$ cat config.mk
export PLATFORM = sky130hd
export DESIGN_NAME = com_port_router
export DESIGN_NICKNAME = d
export VERILOG_FILES = /design/src/rtl/com_port_router.sv
export SDC_FILE = /design/constraint.sdc
export NUM_CORES = 1
export LEC_CHECK = 0
export BUFFER_PORTS_ARGS = -buffer_cell sky130_fd_sc_hd__clkbuf_2
export CORE_UTILIZATION = 33
export CTS_CLUSTER_SIZE = 30
export DETAILED_ROUTE_END_ITERATION = 7
export PLACE_DENSITY_LB_ADDON = 0.12
export SETUP_SLACK_MARGIN = 0.2
export SLEW_MARGIN = 20
export SYNTH_ARGS = -nofsm -noshare
export SYNTH_HDL_FRONTEND = slang
export SYNTH_SLANG_ARGS = --single-unit
$ cat constraint.sdc
create_clock -name clk -period 1 [get_ports clk]
set_input_delay 0.15 -clock clk [delete_from_list [all_inputs] [get_ports clk]]
set_output_delay 0.15 -clock clk [all_outputs]
set_load 0.01 [all_outputs]
$ cat src/rtl/com_port_router.sv
module com_port_router #(
  parameter int DW = 8,
  parameter int MW = 3,
  parameter logic [2:0] EMU_MODE = 3'b011
) (
  input  logic          clk,
  input  logic          rst_n,
  input  logic          reg_wr,
  input  logic          reg_addr,
  input  logic [DW-1:0] reg_wdata,
  output logic [DW-1:0] reg_rdata,
  input  logic          c1_rx,
  output logic          c1_tx,
  input  logic          c1_dcd,
  input  logic          c1_ri,
  input  logic          c1_dsr,
  input  logic          c1_cts,
  output logic          c1_dtr,
  output logic          c1_rts,
  input  logic          c2_rx,
  output logic          c2_tx,
  input  logic          c2_dcd,
  input  logic          c2_ri,
  input  logic          c2_dsr,
  input  logic          c2_cts,
  output logic          c2_dtr,
  output logic          c2_rts,
  input  logic          c3_rx,
  output logic          c3_tx,
  output logic          ua_rxd,
  input  logic          ua_txd,
  output logic          uf_rxd,
  input  logic          uf_txd,
  output logic          uf_dcd,
  output logic          uf_ri,
  output logic          uf_dsr,
  output logic          uf_cts,
  input  logic          uf_dtr,
  input  logic          uf_rts,
  output logic          uc_rxd,
  input  logic          uc_txd
);
  localparam int NSYNC = 4;

  logic [MW-1:0]    mode_q;
  logic [1:0]       ctrl_q;
  logic [NSYNC-1:0] sync1_q, sync2_q;
  logic             emu;

  always_ff @(posedge clk or negedge rst_n) begin
    if (!rst_n) begin
      mode_q <= '0;
      ctrl_q <= 2'b11;
    end else if (reg_wr) begin
      if (!reg_addr) mode_q <= reg_wdata[MW-1:0];
      else           ctrl_q <= reg_wdata[1:0];
    end
  end

  always_ff @(posedge clk or negedge rst_n) begin
    if (!rst_n) begin
      sync1_q <= '0;
      sync2_q <= '0;
    end else begin
      sync1_q <= {c1_dcd, c1_ri, c1_dsr, c1_cts};
      sync2_q <= sync1_q;
    end
  end

  assign emu = (mode_q == EMU_MODE);

  always_comb begin
    reg_rdata = '0;
    if (!reg_addr) begin
      reg_rdata[MW-1:0] = mode_q;
      if (emu) reg_rdata[7:5] = sync2_q[3:1];
    end else begin
      reg_rdata[1:0] = ctrl_q;
      if (emu) reg_rdata[4] = sync2_q[0];
    end
  end

  assign ua_rxd = c1_rx;
  assign c1_tx  = ua_txd;
  assign uf_rxd = c2_rx;
  assign c2_tx  = uf_txd;
  assign uc_rxd = c3_rx;
  assign c3_tx  = uc_txd;

  assign c1_dtr = emu ? ctrl_q[0] : 1'b1;
  assign c1_rts = emu ? ctrl_q[1] : 1'b1;

  assign {uf_dcd, uf_ri, uf_dsr, uf_cts} = emu ? 4'hF : {c2_dcd, c2_ri, c2_dsr, c2_cts};
  assign {c2_dtr, c2_rts} = emu ? 2'b11 : {uf_dtr, uf_rts};
endmodule


# Word level (Yosys, flattened, before mapping)
# Index checks and enable logic that the tools add are counted.
totals:
  output_inout_bits: 22
  word_cells: 18
  reg_bits: 13
  inputBits: 28
classes:
  reduce_logical: 2
  mux: 10
  n_bitwise: 1
  eq_ne: 1
op_table:
  columns: ["operator", "n"]
  rows:
  - ["$mux W3", 2]
  - ["$mux W1", 5]
  - ["$mux W2", 2]
  - ["$mux W4", 1]
  - ["$reduce_and A2 Y1", 2]
  - ["$eq A3 B2 Y1 const B", 1]
  - ["$not A1 Y1", 1]

# Logic depth before layout (Yosys ltp)
# Gate-level depths: netlist (run 1).
logic_depth:
  word_depth: 3
  ltp_mapped: 2
  mapped_depth_nobuf: 2

# Worst setup path before layout (run 1)
# Ideal clock, no wire load.
synth_path:
  path_kind: "reg-to-output"
  startpoint: "reg mode_q[2]"
  endpoint: "out c1_dtr"
  path_buffers: 0
  path_slack_ps: -18
  path_stages_with_launch: 3
  required_ps: 850
  t_arrival_ps: 868
  cell_sequence: "dfrtp_1 > nand3b_4 > or2_2"
synth_via:
  elab_chain_len: 2
synth_rtl:
  columns: ["element", "line_no", "rtl"]
  rows:
  - ["start, declared", "45", "logic [MW-1:0] mode_q;"]
  - ["start signal, assigned", "55", "if (!reg_addr) mode_q <= reg_wdata[MW-1:0];"]
  - ["$eq A3 B2 Y1", "70", "assign emu = (mode_q == EMU_MODE);"]
  - ["$mux W1", "90", "assign c1_dtr = emu ? ctrl_q[0] : 1'b1;"]
  - ["end, declared", "18", "output logic c1_dtr,"]
# No other way between the ends.

# Final worst setup path (run 1)
layout_path:
  startpoint: "reg mode_q[2]"
  endpoint: "out reg_rdata[5]"
layout_via:
  elab_chain_len: 3
layout_rtl:
  columns: ["element", "line_no", "rtl"]
  rows:
  - ["$eq A3 B2 Y1", "70", null]
  - ["$mux W3", "76", "if (emu) reg_rdata[7:5] = sync2_q[3:1];"]
  - ["$mux W3", "74", "if (!reg_addr) begin"]
  - ["end, declared", "11", "output logic [DW-1:0] reg_rdata,"]
# No other way between the ends.

==> results.json, run 1 <==
{
  "outcome": "finished with violations",
  "failed_checks": "setup timing",
  "p_per_area_nw_per_um2": 1360,
  "setup_slack_ns": -0.401,
  "final_nets": 114,
  "fmax_ghz": 0.714,
  "critPathLaunch": "mode_q[2]",
  "drv_cap": 0,
  "final_common_cell": "clkbuf_2",
  "ys.warnings.count": 0,
  "swShare": 0.261,
  "grt-ovfl-total": 0,
  "drt-initial-drc-count": 0,
  "max_stage_delay_ns": 0.40,
  "synth_cell_types": 17,
  "synth_edf_count": 0,
  "die_w_um": 44.9,
  "wl_per_cell_um": 10.6,
  "syn_avg_cell_area_sq_um": 13.2,
  "clock_latency_ns": 0.27,
  "p_clk_frac": 0.245,
  "antenna_found_initial": 0,
  "worstPathArrival_ns": 1.25,
  "clk_pin_slew_ns": 0.08,
  "die_h_um": 44.9,
  "p_seq_frac": 0.472,
  "netlist_area_sq_um": 607,
  "switchingPower_mw": 0.342,
  "die_area_sq_um": 2010,
  "vdd_drop_max_mv": 1.03,
  "worst-path-max-fanout": 3,
  "grt_pass1_vias": 451,
  "setup_viol": 16,
  "startpoint_type": "flop",
  "antenna_left": 0,
  "reg2reg_from": "mode_q[2]",
  "reg2reg_to": "mode_q[2]",
  "layout-drive-gt1-share": 0.729,
  "setup.worst_path.end_class": "primary output",
  "synth_cells": 46,
  "vias": 462,
  "min_path_type": "input port to flop",
  "final_cell_mix": "18 x clkbuf_2, 12 x buf_6, 10 x dfrtp_1",
  "instances_no_fill": 110,
  "clock-root-buffer": "clkbuf_4",
  "synth_seq_cells": 13,
  "comb_power_share": 0.282,
  "dp_slack_ns": -0.125,
  "fin_skew_ns": 0.00423,
  "numCtsBuffers": 3,
  "synth_seq_area_share": 0.540,
  "grt_pass1_wl_um": 1860,
  "core-area_sq_um": 1730,
  "portBuffers": 31,
  "period_needed_ns": 1.40,
  "hold_violations": 0,
  "initial_core_util": 0.351,
  "r2r_cells": 3,
  "leakagePower_nw": 0.496,
  "path_cells": "and4bb_2, and2_4, buf_6",
  "drc": 0,
  "synthArstFlopShare": 1.00,
  "syn-num-nets": 74,
  "grt_max_degree": 14,
  "grt_usage": 0.130,
  "routed_wl_um": 1170,
  "dp_cells": 99,
  "tritoncts": "yes",
  "slew_viol_final": 0,
  "cts-htree-levels": 1,
  "worstSetupPathType": "flop to primary output",
  "synth_ff_type": "dfrtp_1",
  "crit_slowest_cell": "dfrtp_1",
  "post-dp-hpwl_um": 905,
  "diodes": 0,
  "row_count": 15,
  "cp.required_ns": 0.85,
  "cts_sinks": 13,
  "gp_congestion": 0.646,
  "intPower_mw": 0.969,
  "cts.path.max_buffers": 2,
  "syn_to_final_growth_pct": 58.8,
  "endpoint": "reg_rdata[5]",
  "io_pins": 50,
  "vias_per_cell": 4.20,
  "min_period_over_period": 1.40,
  "rsz0062_at_grt": "true",
  "r2r_slack_ns": -0.01,
  "dr.pass1.iters": 1
}
-- sequential cells by signal, summed over array words and instances (netlist names) --
signal and flops:
sync2_q 4, mode_q 3, ctrl_q 2, sync1_q 4
-- repair_timing --
action,in CTS,in global routing
gates resized for setup,2,28
hold buffers,5,0
pin swaps,2,1
setup endpoints to repair,18,18
hold endpoints to repair,15,0
setup buffers,1,1
-- power by group through the flow --
stage | combinational, mW | clock [mW] | sequential [mW]
floorplan | 0.179 | 0 | 0.618
global placement | 0.280 | 0 | 0.626
detailed placement | 0.283 | 0 | 0.629
CTS | 0.315 | 0.339 | 0.617
global route | 0.404 | 0.366 | 0.624
finish | 0.370 | 0.322 | 0.619
-- routing by layer --
metal / up-vias / routed length [um] / part of all wire / GRT usage
met4: 0 / 9 / 0.0077 / 0.0848
met2: 26 / 633 / 0.54 / 0.226
met3: 2 / 107 / 0.091 / 0.0360
li1: 223 / - / - / -
met1: 211 / 420 / 0.36 / 0.136
met5: - / 0 / 0 / 0
-- logic make-up (layout without fill, tap and decap cells) --
family,count (synthesis),count (layout),synth area share
other,1,1,0.00618
muxes,7,7,0.148
buffers and inverters,7,46,0.0866
DFF,13,13,0.540
and+or+nand+nor,18,18,0.219
-- critical path: cells and delay by family, from the launching register on --
family / cells / cell delay [ns]
AND/OR/NAND/NOR: 2 / 0.49
flip-flops: 1 / 0.40
buffers and inverters: 1 / 0.09
-- worst min path at each step --
stage | startpoint | end | slack, ns | cells after the start
floorplan | rst_n | mode_q[0] | -0.15 | 0
global placement | rst_n | mode_q[2] | 0.05 | 1
detailed placement | rst_n | mode_q[2] | 0.06 | 1
CTS | reg_wdata[2] | mode_q[2] | 0.09 | 2
global route | reg_wdata[2] | mode_q[2] | 0.1 | 2
finish | reg_wdata[2] | mode_q[2] | 0.1 | 2
-- metrics by stage --
stage	utilization	total power [mW]	hold slack, ns	setup TNS [ns]	instance area (sq um)
finish	0.558	1.31	0.0985	-5.16	963
global route	0.558	1.39	0.0969	-6.03	963
CTS	0.509	1.27	0.0897	-5.28	880
detailed placement	0.456	0.911	0.0649	-0.765	787
global placement	0.456	0.906	0.0541	-0.673	787
floorplan	-	0.797	-0.146	0	623
-- Yosys cell counts, types with 2 or more instances --
cell type,count,area share
or2_2,2,0.021
mux2_2,2,0.037
dfstp_2,2,0.087
nand2b_1,6,0.062
dfrtp_1,11,0.45
mux2_4,3,0.074
and2_1,3,0.031
buf_4,7,0.087
mux2_1,2,0.037
-- cell type report --
class                      count  area (sq um)
sequential                    13           329
clock inverter                 1          5.00
tap                           25          31.3
clock buffer                   3          22.5
fill                         156           763
multi-input combinational     26           260
timing repair buffer          42           315
(Power assumes the default switching activity.)
==> run 2: changes to the inputs <==
Settings changed: CORE_UTILIZATION 33 to 39.
Clock period 1 ns to 1.7 ns, I/O delays scaled along.
==> run 2 against run 1 <==
  * Core utilization grew 4.7 points
  * Global-route usage grew 0.16 points
  * Largest power group unchanged
  * Total power decreased by 45%
  * Worst hold slack got worse by 0.011 ns
  * Non-clock buffer count shrank 7
  * Register-to-register slack better by 0.79 ns
  * Clock-buffer cell count did not move
  * Sequential power down 41%
  * Critical endpoint is now c1_dtr
  * Sequential cell count stayed put
  * Clock skew increased by 0.0044 ns
  * First-iteration DRC count increased by 3
  * The run now ends clean
==> results.json, run 2 (same netlist as run 1, synthesis figures left out) <==
{
  "outcome": "completed",
  "reg2reg_from": "mode_q[2]",
  "die_h_um": 41.4,
  "startpoint_type": "flop",
  "cts-htree-levels": 1,
  "total_power_mw": 0.723,
  "instances_no_fill": 93,
  "gp_congestion": 0.672,
  "drc": 0,
  "p_per_area_nw_per_um2": 874,
  "vias_per_cell": 4.72,
  "slew_viol_final": 0,
  "fmax_ghz": 0.669,
  "final_common_cell": "clkbuf_2",
  "grt_usage": 0.131,
  "holdPathStages": 1,
  "wl_per_cell_um": 11.7,
  "tritoncts": "yes",
  "initial_core_util": 0.444,
  "grt-ovfl-total": 0,
  "grt-busiest-layer": "met2",
  "drv_cap": 0,
  "clk_pin_slew_ns": 0.08,
  "routed_wl_um": 1090,
  "worstPathArrival_ns": 1.24,
  "numCtsBuffers": 3,
  "antenna_left": 0,
  "path_cells": "nand3b_4, or2_4, buf_6",
  "grt_max_degree": 14,
  "die_area_sq_um": 1720,
  "utilization": 0.605,
  "r2r_cells": 2,
  "portBuffers": 31,
  "io_pins": 50,
  "row_count": 13,
  "dp_cells": 85,
  "reg_top3": "sync1_q (4), sync2_q (4), mode_q (3)",
  "cp.required_ns": 1.44,
  "layout-drive-gt1-share": 0.667,
  "worstHoldStart": "c1_dsr",
  "syn_to_final_growth_pct": 36.3,
  "fin_setup_tns_ns": 0,
  "cts.path.max_buffers": 2,
  "crit_slowest_cell": "dfrtp_1",
  "r2r_slack_ns": 0.78,
  "grt_pass1_wl_um": 1770,
  "vdd_drop_max_mv": 0.753,
  "die_w_um": 41.4,
  "core-area_sq_um": 1370,
  "min_path_type": "input port to flop",
  "cts_sinks": 13,
  "post-dp-hpwl_um": 848,
  "place_area_sq_um": 728,
  "period_needed_ns": 1.49,
  "reg2reg_to": "mode_q[2]",
  "drt-initial-drc-count": 3,
  "setup.worst_path.end_class": "primary output",
  "grtUsageMet2": 0.219,
  "leakagePower_nw": 0.438,
  "worstSetupPathType": "flop to primary output",
  "min_period_over_period": 0.879,
  "rsz0062_at_grt": "true",
  "diodes": 0,
  "grt_pass1_vias": 398,
  "clock-root-buffer": "clkbuf_4",
  "max_stage_delay_ns": 0.41,
  "setup_viol": 0,
  "min_to": "sync1_q[1]",
  "dr.pass1.iters": 4,
  "clock_latency_ns": 0.27,
  "critPathTopFamily": "simple AND/OR/NAND/NOR gates",
  "antenna_found_initial": 0,
  "vias": 439,
  "worst-path-max-fanout": 4,
  "worst-path-buf-inv": 1,
  "fin_skew_ns": 0.00863,
  "fin_area_sq_um": 827,
  "hold_violations": 0,
  "grt_util_met3": 0.0652,
  "final_nets": 107,
  "final_cell_mix": "19 x clkbuf_2, 11 x dfrtp_1, 9 x buf_2",
  "grt_use_met1": 0.155
}
run 2: cell count changes in the layout (fill, tap and decap cells not counted), sizes merged:
cell and delta:
buf -4, dlygate4sd3 -4, clkbuf +1
run 2: worst max-delay path by stage:
stage          slack, ns  startpoint      to  depth (start not counted)
6_report            0.21   mode_q[2]  c1_dtr                          3
5_1_grt             0.13   mode_q[2]  c2_rts                          4
4_1_cts             0.18   mode_q[2]  c1_dtr                          3
3_5_place_dp        0.40   mode_q[2]  c1_dtr                          3
3_3_place_gp        0.41   mode_q[2]  c1_dtr                          3
2_1_floorplan       0.58   mode_q[2]  c1_dtr                          2
run 2: area by class of cell:
| class | count | area, sq um |
|---|---|---|
| well taps | 15 | 18.8 |
| repair buffers | 35 | 214 |
| multi-input cells | 26 | 239 |
| clock inverters | 1 | 5.00 |
| clock buffers | 3 | 22.5 |
| fillers | 118 | 539 |
| flip-flops and latches | 13 | 328 |
run 2: stage by stage:
| step | setup WS (ns) | hold WS [ns] |
|---|---|---|
| 2_1_floorplan | 0.577 | -0.0406 |
| 3_3_place_gp | 0.414 | 0.157 |
| 3_5_place_dp | 0.405 | 0.162 |
| 4_1_cts | 0.180 | 0.0832 |
| 5_1_grt | 0.130 | 0.0659 |
| 6_report | 0.206 | 0.0879 |
run 2: power breakdown:
| part | switching (mW) | internal [mW] |
|---|---|---|
| Clock | 0.102 | 0.0870 |
| Sequential | 0.0215 | 0.341 |
| Combinational | 0.0697 | 0.101 |
run 2: per-layer routing:
metal  vias to the layer above  wire length (um)
li1                        204                 -
met1                       202               411
met2                        33               547
met3                         0               127
met4                         0                 0
met5                         -                 0
run 2: worst reg2reg max path, delay by kind of cell (launching register included):
family,cells,cell delay [ns]
buffers and inverters,1,0.14
flip-flops,1,0.41
multiplexers,1,0.26
run 2: repair_timing:
item / in CTS / in global routing
endpoints found under the setup margin: 5 / 12
buffers inserted: 3 / 0
endpoints found under the hold margin: 11 / 0
pin swaps: 4 / 1
resized for setup: 0 / 21
hold buffers: 1 / 0
==> run 3: changes to the inputs <==
Settings changed: MAX_ROUTING_LAYER set to met4.
==> run 3 against run 2 <==
  * Clock-buffer cell count did not move
  * Global-route usage rose by 0.37 points
  * Core utilization did not move
  * Largest power group unchanged
==> results.json, run 3 (same netlist as run 1, synthesis figures left out) <==
{
  "antenna_found_initial": 0,
  "whs_ns": 0.0894,
  "grt_usage": 0.135,
  "cts-htree-levels": 1,
  "vias": 435,
  "core-area_sq_um": 1370,
  "max_stage_delay_ns": 0.41,
  "routed_wl_um": 1080,
  "clock-root-buffer": "clkbuf_4",
  "worstPathArrival_ns": 1.24,
  "gp_congestion": 0.679,
  "grt_pass1_wl_um": 1770,
  "final_cell_mix": "19 x clkbuf_2, 11 x dfrtp_1, 9 x buf_2",
  "clk_pin_slew_ns": 0.08,
  "grt_pass1_vias": 397,
  "path_cells": "nand3b_4, or2_4, buf_6",
  "die_area_sq_um": 1720,
  "row_count": 13,
  "fin_setup_tns_ns": 0,
  "drv_cap": 0,
  "clock_latency_ns": 0.27,
  "vdd_drop_max_mv": 0.751,
  "r2r_slack_ns": 0.78,
  "cp.required_ns": 1.44,
  "outcome": "completed",
  "initial_core_util": 0.444,
  "hold_violations": 0,
  "worst-path-max-fanout": 4,
  "grt_max_degree": 14,
  "crit_slowest_cell": "dfrtp_1",
  "diodes": 0,
  "cts.path.max_buffers": 2,
  "min_path_type": "input port to flop",
  "io_pins": 50,
  "die_w_um": 41.4,
  "final_nets": 107,
  "fmax_ghz": 0.670,
  "tritoncts": "yes",
  "antenna_left": 0,
  "period_needed_ns": 1.49,
  "fin_skew_ns": 0.00436,
  "utilization": 0.605,
  "die_h_um": 41.4,
  "fillers": 118,
  "drc": 0,
  "cts_sinks": 13,
  "register_area_sq_um": 328,
  "vias_per_cell": 4.68,
  "syn_to_final_growth_pct": 36.3,
  "drt-initial-drc-count": 2,
  "startpoint_type": "flop",
  "post-dp-hpwl_um": 848,
  "slew_viol_final": 0,
  "min_period_over_period": 0.878,
  "portBuffers": 31,
  "reg_top3": "sync1_q (4), sync2_q (4), mode_q (3)",
  "grt-ovfl-total": 0,
  "leakagePower_nw": 0.438,
  "wl_per_cell_um": 11.6,
  "rsz0062_at_grt": "true",
  "numCtsBuffers": 3,
  "dr.pass1.iters": 2,
  "multiInputGateArea_sq_um": 239,
  "dp_slack_ns": 0.405,
  "setup.worst_path.end_class": "primary output",
  "p_per_area_nw_per_um2": 869,
  "layout-drive-gt1-share": 0.667,
  "setup_slack_ns": 0.207,
  "worstSetupPathType": "flop to primary output",
  "setup_viol": 0,
  "final_common_cell": "clkbuf_2"
}
[run 3: cell counts in the layout (fill, tap and decap cells not counted)]
Identical to the previous run, type by type.
[run 3: routing by layer]
layer  GRT usage  wire length [um]  vias up  share of wire
li1            -                 -      205              -
met1       0.158               421      199           0.39
met2       0.219               540       31           0.50
met3      0.0609               113        0           0.11
met4      0.0194                 0        0              0
met5           -                 0        -              0
[run 3: critical path, delay by kind of cell, from the launching register on]
| kind | cells | cell delay, ns |
|---|---|---|
| flops | 1 | 0.41 |
| simple gates | 2 | 0.45 |
| buf+inv | 1 | 0.12 |
[run 3: where the power goes]
| group | total, mW | internal [mW] | leakage [nW] | switching [mW] |
|---|---|---|---|---|
| Combinational | 0.171 | 0.101 | 0.271 | 0.0698 |
| Sequential | 0.363 | 0.341 | 0.149 | 0.0215 |
| Clock | 0.185 | 0.0869 | 0.0177 | 0.0978 |
| Total | 0.718 | 0.529 | 0.438 | 0.189 |
[run 3: worst paths after layout]
path | startpoint | end | depth (start not counted)
worst max-delay path | mode_q[2] | c1_dtr | 3
worst min-delay path | c1_dsr | sync1_q[1] | 1
worst max register to register | mode_q[2] | mode_q[2] | 2
worst min register to register | sync1_q[1] | sync2_q[1] | 0
max in group asynchronous | rst_n | ctrl_q[0] | 2
min in group asynchronous | rst_n | sync2_q[0] | 2
[run 3: timing repair]
action	CTS	global route
cloned	0	0
pin swaps	4	1
endpoints found under the setup margin	5	12
endpoints found under the hold margin	11	0
hold buffers	1	0
buffers inserted	3	0
resized for setup	0	21
[run 3: stage by stage]
| step | power (mW) | cell area [sq um] | instances |
|---|---|---|---|
| after floorplan | 0.461 | 607 | 46 |
| after global placement | 0.508 | 728 | 85 |
| after detailed placement | 0.513 | 728 | 85 |
| after CTS | 0.713 | 788 | 93 |
| after global routing | 0.763 | 827 | 93 |
| final | 0.718 | 827 | 93 |
[run 3: layout make-up]
cell class,instances,area share
Timing Repair Buffer,35,0.259
Clock buffer,3,0.0272
Tap cell,15,0.0227
Sequential cell,13,0.396
Multi-Input combinational cell,26,0.289
Clock inverter,1,0.00605
